<file path="config.mk">
export PLATFORM = sky130hd
export DESIGN_NAME = pgbus_sequencer
export DESIGN_NICKNAME = d
export VERILOG_FILES = /design/src/rtl/pgbus_pkg.sv /design/src/rtl/pgbus_page_tracker.sv /design/src/rtl/pgbus_cost_calc.sv /design/src/rtl/pgbus_cycle_counter.sv /design/src/rtl/pgbus_sequencer.sv
export SDC_FILE = /design/constraint.sdc
export NUM_CORES = 1
export LEC_CHECK = 0
export ABC_AREA = 1
export BUFFER_PORTS_ARGS = -buffer_cell sky130_fd_sc_hd__buf_2
export CAP_MARGIN = 20
export CORE_MARGIN = 10
export CORE_UTILIZATION = 55
export CTS_CLUSTER_DIAMETER = 200
export DETAILED_ROUTE_END_ITERATION = 10
export PLACE_DENSITY = 0.83
export SYNTH_ARGS = -nofsm -noshare
export SYNTH_HDL_FRONTEND = slang
export SYNTH_SLANG_ARGS = --single-unit
</file>
<file path="constraint.sdc">
create_clock -name clk -period 3.2 [get_ports clk]
set_input_delay 0.32 -clock clk [delete_from_list [all_inputs] [get_ports clk]]
set_output_delay 0.32 -clock clk [all_outputs]
set_load 0.02 [all_outputs]
</file>
<file path="src/rtl/pgbus_pkg.sv">
package pgbus_pkg;
  typedef enum logic [1:0] {
    K_FETCH = 2'd0,
    K_READ  = 2'd1,
    K_WRITE = 2'd2,
    K_IO    = 2'd3
  } acc_kind_e;

  typedef enum logic [1:0] {
    RG_DRAM = 2'd0,
    RG_ROM  = 2'd1,
    RG_ROMD = 2'd2,
    RG_EXT  = 2'd3
  } region_e;
endpackage

</file>
<file path="src/rtl/pgbus_page_tracker.sv">
module pgbus_page_tracker
  import pgbus_pkg::*;
#(
  parameter int AW = 16,
  parameter int PW = 8
) (
  input  logic          clk,
  input  logic          rst,
  input  logic          commit,
  input  logic [1:0]    kind,
  input  logic [1:0]    region,
  input  logic [AW-1:0] addr,
  input  logic          jump,
  output logic          brk,
  output logic          uses_dram
);
  localparam int PLO = AW - PW;

  logic [PW-1:0] pg_q;
  logic          pg_vld_q;
  logic          was_fetch_q;
  logic          was_write_q;
  logic          is_fetch, is_write;
  logic          row_miss, class_turn, dir_turn, jump_hit;

  always_comb begin
    is_fetch   = (kind == K_FETCH);
    is_write   = (kind == K_WRITE);
    uses_dram  = (kind != K_IO) && (region != RG_ROM);
    row_miss   = !pg_vld_q || (addr[AW-1:PLO] != pg_q);
    class_turn = (is_fetch != was_fetch_q);
    dir_turn   = !is_fetch && !was_fetch_q && (is_write != was_write_q);
    jump_hit   = is_fetch && jump;
    brk        = row_miss || class_turn || dir_turn || jump_hit;
  end

  always_ff @(posedge clk) begin
    if (rst) begin
      pg_q        <= '0;
      pg_vld_q    <= 1'b0;
      was_fetch_q <= 1'b0;
      was_write_q <= 1'b0;
    end else if (commit && uses_dram) begin
      pg_q        <= addr[AW-1:PLO];
      pg_vld_q    <= 1'b1;
      was_fetch_q <= is_fetch;
      was_write_q <= is_write;
    end
  end

  AST_COLD_ROW_MISS: assert property (@(posedge clk) disable iff (rst)
    !pg_vld_q |-> brk);
  AST_JUMP_FORCES_BREAK: assert property (@(posedge clk) disable iff (rst)
    (kind == K_FETCH && jump) |-> brk);
  AST_SIDE_ACCESS_KEEPS_ROW: assert property (@(posedge clk) disable iff (rst)
    (commit && !uses_dram) |=> ($stable(pg_q) && $stable(pg_vld_q) && $stable(was_fetch_q)));
endmodule

</file>
<file path="src/rtl/pgbus_cost_calc.sv">
module pgbus_cost_calc
  import pgbus_pkg::*;
#(
  parameter int HIT_CYC  = 1,
  parameter int MISS_CYC = 2,
  parameter int ROM_CYC  = 3,
  parameter int IO_CYC   = 8,
  parameter int EXT_WAIT = 2,
  parameter int CW       = 4
) (
  input  logic [1:0]    kind,
  input  logic [1:0]    region,
  input  logic          brk,
  output logic [CW-1:0] cost
);
  logic [CW-1:0] dram_cost;

  always_comb begin
    dram_cost = brk ? CW'(MISS_CYC) : CW'(HIT_CYC);
    if (kind == K_IO) begin
      cost = CW'(IO_CYC);
    end else begin
      case (region)
        RG_ROM:  cost = CW'(ROM_CYC);
        RG_EXT:  cost = dram_cost + CW'(EXT_WAIT);
        default: cost = dram_cost;
      endcase
    end
  end
endmodule

</file>
<file path="src/rtl/pgbus_cycle_counter.sv">
module pgbus_cycle_counter #(
  parameter int CW = 4
) (
  input  logic          clk,
  input  logic          rst,
  input  logic          start_valid,
  input  logic [CW-1:0] cost,
  output logic          ready,
  output logic          accept,
  output logic          done
);
  logic          busy_q;
  logic          done_q;
  logic [CW-1:0] rem_q;

  assign ready  = !busy_q;
  assign accept = start_valid && !busy_q;
  assign done   = done_q;

  always_ff @(posedge clk) begin
    if (rst) begin
      busy_q <= 1'b0;
      done_q <= 1'b0;
      rem_q  <= '0;
    end else if (accept) begin
      busy_q <= 1'b1;
      rem_q  <= cost - CW'(1);
      done_q <= (cost == CW'(1));
    end else if (busy_q) begin
      if (done_q) begin
        busy_q <= 1'b0;
        done_q <= 1'b0;
      end else begin
        rem_q  <= rem_q - CW'(1);
        done_q <= (rem_q == CW'(1));
      end
    end
  end

  AST_COST_NONZERO: assert property (@(posedge clk) disable iff (rst)
    accept |-> (cost != '0));
  AST_DONE_ONE_CYCLE: assert property (@(posedge clk) disable iff (rst)
    done_q |=> !done_q);
  AST_READY_AFTER_DONE: assert property (@(posedge clk) disable iff (rst)
    done_q |=> ready);
  AST_DONE_ONLY_WHEN_BUSY: assert property (@(posedge clk) disable iff (rst)
    done_q |-> !ready);
endmodule

</file>
<file path="src/rtl/pgbus_sequencer.sv">
module pgbus_sequencer #(
  parameter int AW       = 16,
  parameter int PW       = 8,
  parameter int HIT_CYC  = 1,
  parameter int MISS_CYC = 2,
  parameter int ROM_CYC  = 3,
  parameter int IO_CYC   = 8,
  parameter int EXT_WAIT = 2
) (
  input  logic          clk,
  input  logic          rst,
  input  logic          req_valid,
  output logic          req_ready,
  input  logic [1:0]    req_kind,
  input  logic [1:0]    req_region,
  input  logic [AW-1:0] req_addr,
  input  logic          req_jump,
  output logic          done
);
  localparam int EXT_MAX = MISS_CYC + EXT_WAIT;
  localparam int M1      = (IO_CYC > ROM_CYC) ? IO_CYC : ROM_CYC;
  localparam int MAXC    = (M1 > EXT_MAX) ? M1 : EXT_MAX;
  localparam int CW      = $clog2(MAXC + 1);

  logic          brk;
  logic          uses_dram;
  logic          accept;
  logic [CW-1:0] cost;

  pgbus_page_tracker #(.AW(AW), .PW(PW)) u_track (
    .clk       (clk),
    .rst       (rst),
    .commit    (accept),
    .kind      (req_kind),
    .region    (req_region),
    .addr      (req_addr),
    .jump      (req_jump),
    .brk       (brk),
    .uses_dram (uses_dram)
  );

  pgbus_cost_calc #(
    .HIT_CYC (HIT_CYC), .MISS_CYC(MISS_CYC), .ROM_CYC(ROM_CYC),
    .IO_CYC  (IO_CYC),  .EXT_WAIT(EXT_WAIT), .CW(CW)
  ) u_cost (
    .kind   (req_kind),
    .region (req_region),
    .brk    (brk),
    .cost   (cost)
  );

  pgbus_cycle_counter #(.CW(CW)) u_cnt (
    .clk         (clk),
    .rst         (rst),
    .start_valid (req_valid),
    .cost        (cost),
    .ready       (req_ready),
    .accept      (accept),
    .done        (done)
  );

  AST_IO_FIXED_COST: assert property (@(posedge clk) disable iff (rst)
    (accept && req_kind == 2'd3) |-> (cost == CW'(IO_CYC)));
  AST_ROM_FIXED_COST: assert property (@(posedge clk) disable iff (rst)
    (accept && req_kind != 2'd3 && req_region == 2'd1) |-> (cost == CW'(ROM_CYC)));
  AST_EXT_ADDS_WAIT: assert property (@(posedge clk) disable iff (rst)
    (accept && req_kind != 2'd3 && req_region == 2'd3) |-> (cost >= CW'(HIT_CYC + EXT_WAIT)));
  AST_DRAM_COST_BOUND: assert property (@(posedge clk) disable iff (rst)
    (accept && uses_dram && req_region != 2'd3) |-> (cost <= CW'(MISS_CYC)));
endmodule

</file>
After elaboration in Yosys (flattened, before gate mapping):

Index checks and enable logic that the tools add are counted.

* flip-flop bits (word level): 17
* output and inout bits: 2
* logic and storage cells: 51

* add/sub/neg operators: 3
* eq/ne operators: 12
* multiplexer cells: 12
* reduce and logical (&&, ||, !) cells: 17

Operator list (number)
* 2-to-1 mux 4 bit: 4
* equality test 4 x 1 -> 1 bit (second input constant): 2
* != test 8 bit: 1
* one-hot mux 4 bit (2 select lines): 1
* subtractor 4 x 1 -> 4 bit (second input constant): 2
* equality test 2 bit (second input constant): 3
* logical AND 1 bit: 6
* 2-to-1 mux 1 bit: 6
* adder 4 x 2 -> 4 bit (second input constant): 1
* zero test 1 bit: 4
* logical OR 1 bit: 4
* != test 2 bit (second input constant): 2
* equality test 2 x 1 -> 1 bit (second input constant): 1
* zero test 2 bit: 1
* 2-to-1 mux 2 bit: 1
* != test 1 bit: 2
* != test 2 x 1 -> 1 bit (second input constant): 1
* AND reduction 2 bit: 1
* nonzero test 2 bit: 1

Depth between registers and ports, before layout:

* word-level depth: 12
* mapped depth: 16

Modules after synthesis:

A second synthesis with hierarchy kept.

* cells, all modules: 180
* area, all modules: 1134.8 µm²

By module, submodules not included
* pgbus_page_tracker: times used 1, cells each 101, area an instance 659.4 µm², seq. area each 220.2 µm²
* pgbus_cycle_counter: times used 1, cells each 66, area an instance 424.2 µm², seq. area each 120.1 µm²
* pgbus_cost_calc: times used 1, cells each 13, area an instance 51.3 µm², seq. area each 0.0 µm²

Worst setup path after synthesis:

OpenSTA, ideal clock, no wires.

* path kind: input port to flip-flop
* start point: input port req_kind[0]
* end point: register u_cnt.rem_q[1]
* library setup time: 0.122 ns
* data arrival time: 1.830 ns
* required time: 3.078 ns
* setup slack: 1.248 ns
* stages on the path: 13
* cell sequence: inv_2 nand2_2 ha_1 nor2_1 nand2_1 nor2_1 nand2_1 nor2_2 nand2_2 o211ai_1 ha_1 o21ai_0 a21oi_1

* longest elaborated chain between the ends: 12
* elaborated cells on any way between the ends: 18
* those cells by class: add/sub (2); eq/ne (4); mux (4); reduce/logical (8)

Ends and longest elaborated chain
* start: declaration: line pgbus_sequencer.sv:14 `input logic [1:0] req_kind,`
* zero test 2 bit: line pgbus_page_tracker.sv:27 `is_fetch = (kind == K_FETCH);`
* zero test 1 bit: line pgbus_page_tracker.sv:32 `dir_turn = !is_fetch && !was_fetch_q && (is_write != was_write_q);`
* logical AND 1 bit (2 in series): line pgbus_page_tracker.sv:32
* logical OR 1 bit (2 in series): line pgbus_page_tracker.sv:34 `brk = row_miss || class_turn || dir_turn || jump_hit;`
* 2-to-1 mux 2 bit: line pgbus_cost_calc.sv:19 `dram_cost = brk ? CW'(MISS_CYC) : CW'(HIT_CYC);`
* adder 4 x 2 -> 4 bit: line pgbus_cost_calc.sv:25 `RG_EXT: cost = dram_cost + CW'(EXT_WAIT);`
* one-hot mux 4 bit (2 select lines): line pgbus_cost_calc.sv:23 `case (region)`
* 2-to-1 mux 4 bit *: line pgbus_cost_calc.sv:20 `if (kind == K_IO) begin`
* subtractor 4 x 1 -> 4 bit *: line pgbus_cycle_counter.sv:27 `rem_q <= cost - CW'(1);`
* 2-to-1 mux 4 bit *: line pgbus_cycle_counter.sv:25 `end else if (accept) begin`
* end signal: assignment: line pgbus_cycle_counter.sv:27
* end signal: assignment: line pgbus_cycle_counter.sv:34 `rem_q <= rem_q - CW'(1);`
* end: declaration: line pgbus_cycle_counter.sv:14 `logic [CW-1:0] rem_q;`

Every way passes the cells marked *; elsewhere a longest branch is shown, timed or not.
A chain may end at the register's enable or synchronous reset.

Final worst setup path:

* start point: register u_track.was_fetch_q
* end point: register u_cnt.rem_q[1]

* longest elaborated chain between the ends: 11
* elaborated cells on any way between the ends: 13
* those cells by class: add/sub (2); eq/ne (1); mux (4); reduce/logical (6)

Ends and longest elaborated chain
* start: declaration: line pgbus_page_tracker.sv:21 `logic was_fetch_q;`
* start signal: assignment: line pgbus_page_tracker.sv:46 `was_fetch_q <= is_fetch;`
* zero test 1 bit: line pgbus_page_tracker.sv:32
* logical AND 1 bit (2 in series): line pgbus_page_tracker.sv:32
* logical OR 1 bit * (2 in series): line pgbus_page_tracker.sv:34
* 2-to-1 mux 2 bit *: line pgbus_cost_calc.sv:19
* adder 4 x 2 -> 4 bit: line pgbus_cost_calc.sv:25
* one-hot mux 4 bit (2 select lines) *: line pgbus_cost_calc.sv:23
* 2-to-1 mux 4 bit *: line pgbus_cost_calc.sv:20
* subtractor 4 x 1 -> 4 bit *: line pgbus_cycle_counter.sv:27
* 2-to-1 mux 4 bit *: line pgbus_cycle_counter.sv:25

Marked as above.

==> metrics.yaml <==
critical_path:
  crit_family: "adder cells"
  cp-startpoint: "u_track.was_fetch_q"
  arrival_ns: 2.20
  cp-endpoint: "u_cnt.rem_q[1]"
  rr_worst_depth: 12
  crit_buf_inv: 1
  path_depth: 12
  cp_max_fo: 5
  critPathCaptureType: "flop"
  start_kind: "flop"
  cpMaxStageDelayCell: "dfxtp_1"
  max_stage_delay_ns: 0.34
  ff2ff_setup_slack_ns: 1.18
  r2r-end: "u_cnt.rem_q[1]"
  worstPathRequired_ns: 3.38
  r2r-start: "u_track.was_fetch_q"
  worstPathCellList: "inv_1 > ha_1 > nor2_1 > nand2_1 > nor2_1 > nand2_1 > nor2_2 > nand2_2 > o211ai_1 > ha_1 > o21ai_0 > a21oi_1"
  crit_type: "flop to flop"
final_layout:
  fin_nets: 203
  antennaDiodeCount: 0
  multiInputGateArea_sq_um: 531
  drive_gt1_share_pct: 17.3
  ff_latch_area_sq_um: 340
  fillers: 174
  area_growth_pct: 13.2
outcome:
  outcome: "completed"
pwr:
  power.switching_mw: 0.140
  p_comb_share_pct: 23.0
  finalPower_mw: 0.459
  powerDensity_nw_per_um2: 408
  p_leak_nw: 0.574
  switching_share_pct: 30.6
  seq_power_share_pct: 52.5
  vdd_ir_drop_max_mv: 0.289
  p_int_mw: 0.319
  clockPowerShare_pct: 24.5
flow_run:
  drv_cap: 0
clocking:
  cts_resized: 0
  clock_sinks: 17
  numCtsBuffers: 3
  post_cts_buffers: 0
  htreeDepth: 1
  cts_tree: "yes"
  ctsLongestPathBuffers: 2
  root_buffer: "clkbuf_4"
  worstSkewPairLatency_ns: 0.29
  cts_hold_buf: 0
  path_clk_slew_ns: 0.09
sta:
  rsz0062_at_grt: "false"
  fmaxAchievable_mhz: 495
  slew_headroom_pct: 78.1
  skew_ns: 0.00276
  whs_ns: 0.282
  maxSlewViolCount: 0
  setup_slack_ns: 1.18
  fin_setup_tns_ns: 0
  setup_viol: 0
  worst_pin_slew_ns: 0.327
  min_period_ns: 2.02
  timing.final.crit_share_pct: 63.1
  final_hold_viol_count: 0
routing:
  ant_nets: 0
  avgViaCountPerCell: 4.88
  routedWlPerCell_microns: 9.96
  routed_wl_mm: 1.97
  drt_iter0_markers: 34
  remaining_drc_errors: 0
  dr.pass1.iters: 4
  vias: 967
placed_design:
  dp_hpwl_mm: 1.61
  gp_congestion: 0.823
  pre_cts_ws_ns: 0.946
  port_buffers: 17
yosys:
  synthesis.nets: 183
  synthSimpleGateAreaFrac_pct: 28.8
  ys_warn_count: 0
  muxShareOfSynthArea_pct: 0
  synthAdderAreaFrac_pct: 6.29
  netlist-cell-type-count: 23
  synth-seq-cells: 17
  yosysSeqAreaShare_pct: 34.2
  syn_inst: 154
  syn-cell-area_sq_um: 995
  syn-mean-instance-area_sq_um: 6.46
  synth_top_family_by_area: "simple AND/OR/NAND/NOR gates"
  synth_compound_area_share_pct: 16.5
  synth-xor-area-share_pct: 1.76
grt:
  antenna_found_initial: 0
  track_usage_pct: 9.86
  grt_max_degree: 19
  grt_pass1_wl_mm: 3.40
  grt-ovfl-total: 0
  grt_pass1_vias: 838
die:
  initial_core_util_pct: 57.6
  dieArea_sq_um: 3910
  die_h_microns: 62.5
  die_w_microns: 62.5
  core_sq_um: 1730
  pin_count: 26
  num_rows: 15
min_path:
  hold_path.class: "primary input to flop"
==> worst reg2reg max path, delay by kind of cell, from the launching register on <==
family          cells  cell delay [ns]
fa+ha+maj           2             0.53
simple gates        6             0.52
compound gates      3             0.48
flops               1             0.34
buf+inv             1             0.05
==> area by class of cell <==
class | instances | share of cell area [%]
multi-input combinational | 105 | 47.1
clock buffer | 4 | 2.33
timing repair buffer | 17 | 7.56
sequential | 17 | 30.2
tap | 25 | 2.78
inverter | 30 | 10.0
==> registers in the layout, indices dropped and copies added, names as in the netlist <==
signal,count
u_track.was_write_q,1
u_cnt.rem_q,4
u_cnt.busy_q,1
u_track.pg_q,8
u_cnt.done,1
u_track.pg_vld_q,1
u_track.was_fetch_q,1
==> cell families (layout without fill, tap and decap cells) <==
kind of cell | after synthesis | in the layout
buffers and inverters | 32 | 51
and+or+nand+nor | 68 | 68
AOI/OAI and AO/OA | 30 | 30
DFF | 17 | 17
xor gates and xnor gates | 2 | 2
adders and majority gates | 5 | 5
==> cell usage in the layout, fill, tap and decap left out <==
cell,synthesis,routed
nand3_2,1,1
nand2_1,37,37
nor2_2,2,2
nand2_2,3,3
o21ai_1,1,1
clkbuf_1,1,1
ha_1,5,5
clkbuf_4,0,3
nand4_1,2,2
o211ai_1,1,1
inv_2,3,3
dfxtp_1,17,17
a31oi_1,1,1
inv_1,27,27
a21oi_2,1,1
o21ai_0,11,11
nand3_1,5,5
buf_2,0,17
xnor2_1,2,2
nor2_1,17,17
a32oi_1,1,1
a21oi_1,13,13
a211oi_1,1,1
nor3_1,1,1
==> metal layers <==
metal  GRT usage, %  share of wire (%)
met1           12.1                 49
met2           16.5                 47
met3           3.58                4.0
met4          0.838                  0
met5              0                  0
==> worst min path at each step <==
stage	start	to	cells past startpoint
floorplan	u_track.pg_vld_q	u_track.pg_vld_q	2
global placement	u_track.pg_vld_q	u_track.pg_vld_q	2
detailed placement	u_track.pg_vld_q	u_track.pg_vld_q	2
CTS	rst	u_track.was_write_q	2
global route	rst	u_track.was_write_q	2
finish	rst	u_track.was_write_q	2
==> cells in the mapped netlist <==
cell      number  area (sq um)
buf_4          1          7.51
nand2_2        3          18.8
nand3_1        5          25.0
inv_2          3          11.3
a21oi_1       13          65.1
o211ai_1       1          7.51
o21ai_1        1          5.00
nand3_2        1          10.0
o21ai_0       11          55.1
nor2_1        17          63.8
a31oi_1        1          6.26
nor2_2         2          12.5
a21oi_2        1          8.76
xnor2_1        2          17.5
clkbuf_1       1          3.75
inv_1         27           101
nor3_1         1          5.00
nand4_1        2          12.5
a211oi_1       1          7.51
ha_1           5          62.6
nand2_1       37           139
a32oi_1        1          8.76
dfxtp_1       17           340
==> stage by stage <==
step           std cells  utilization [%]  cell area [sq um]
2_1_floorplan        154                -                995
3_3_place_gp         194             63.7               1100
3_5_place_dp         194             63.7               1100
4_1_cts              198             65.2               1130
5_1_grt              198             65.2               1130
6_report             198             65.2               1130
==> power groups by stage <==
stage          clock network (mW)  logic [mW]  registers (mW)
2_1_floorplan                   0      0.0784           0.243
3_3_place_gp                    0       0.102           0.245
3_5_place_dp                    0       0.106           0.245
4_1_cts                     0.117       0.107           0.241
5_1_grt                     0.128       0.124           0.243
6_report                    0.113       0.106           0.241
No activity file was read; power rests on OpenSTA's default activity.
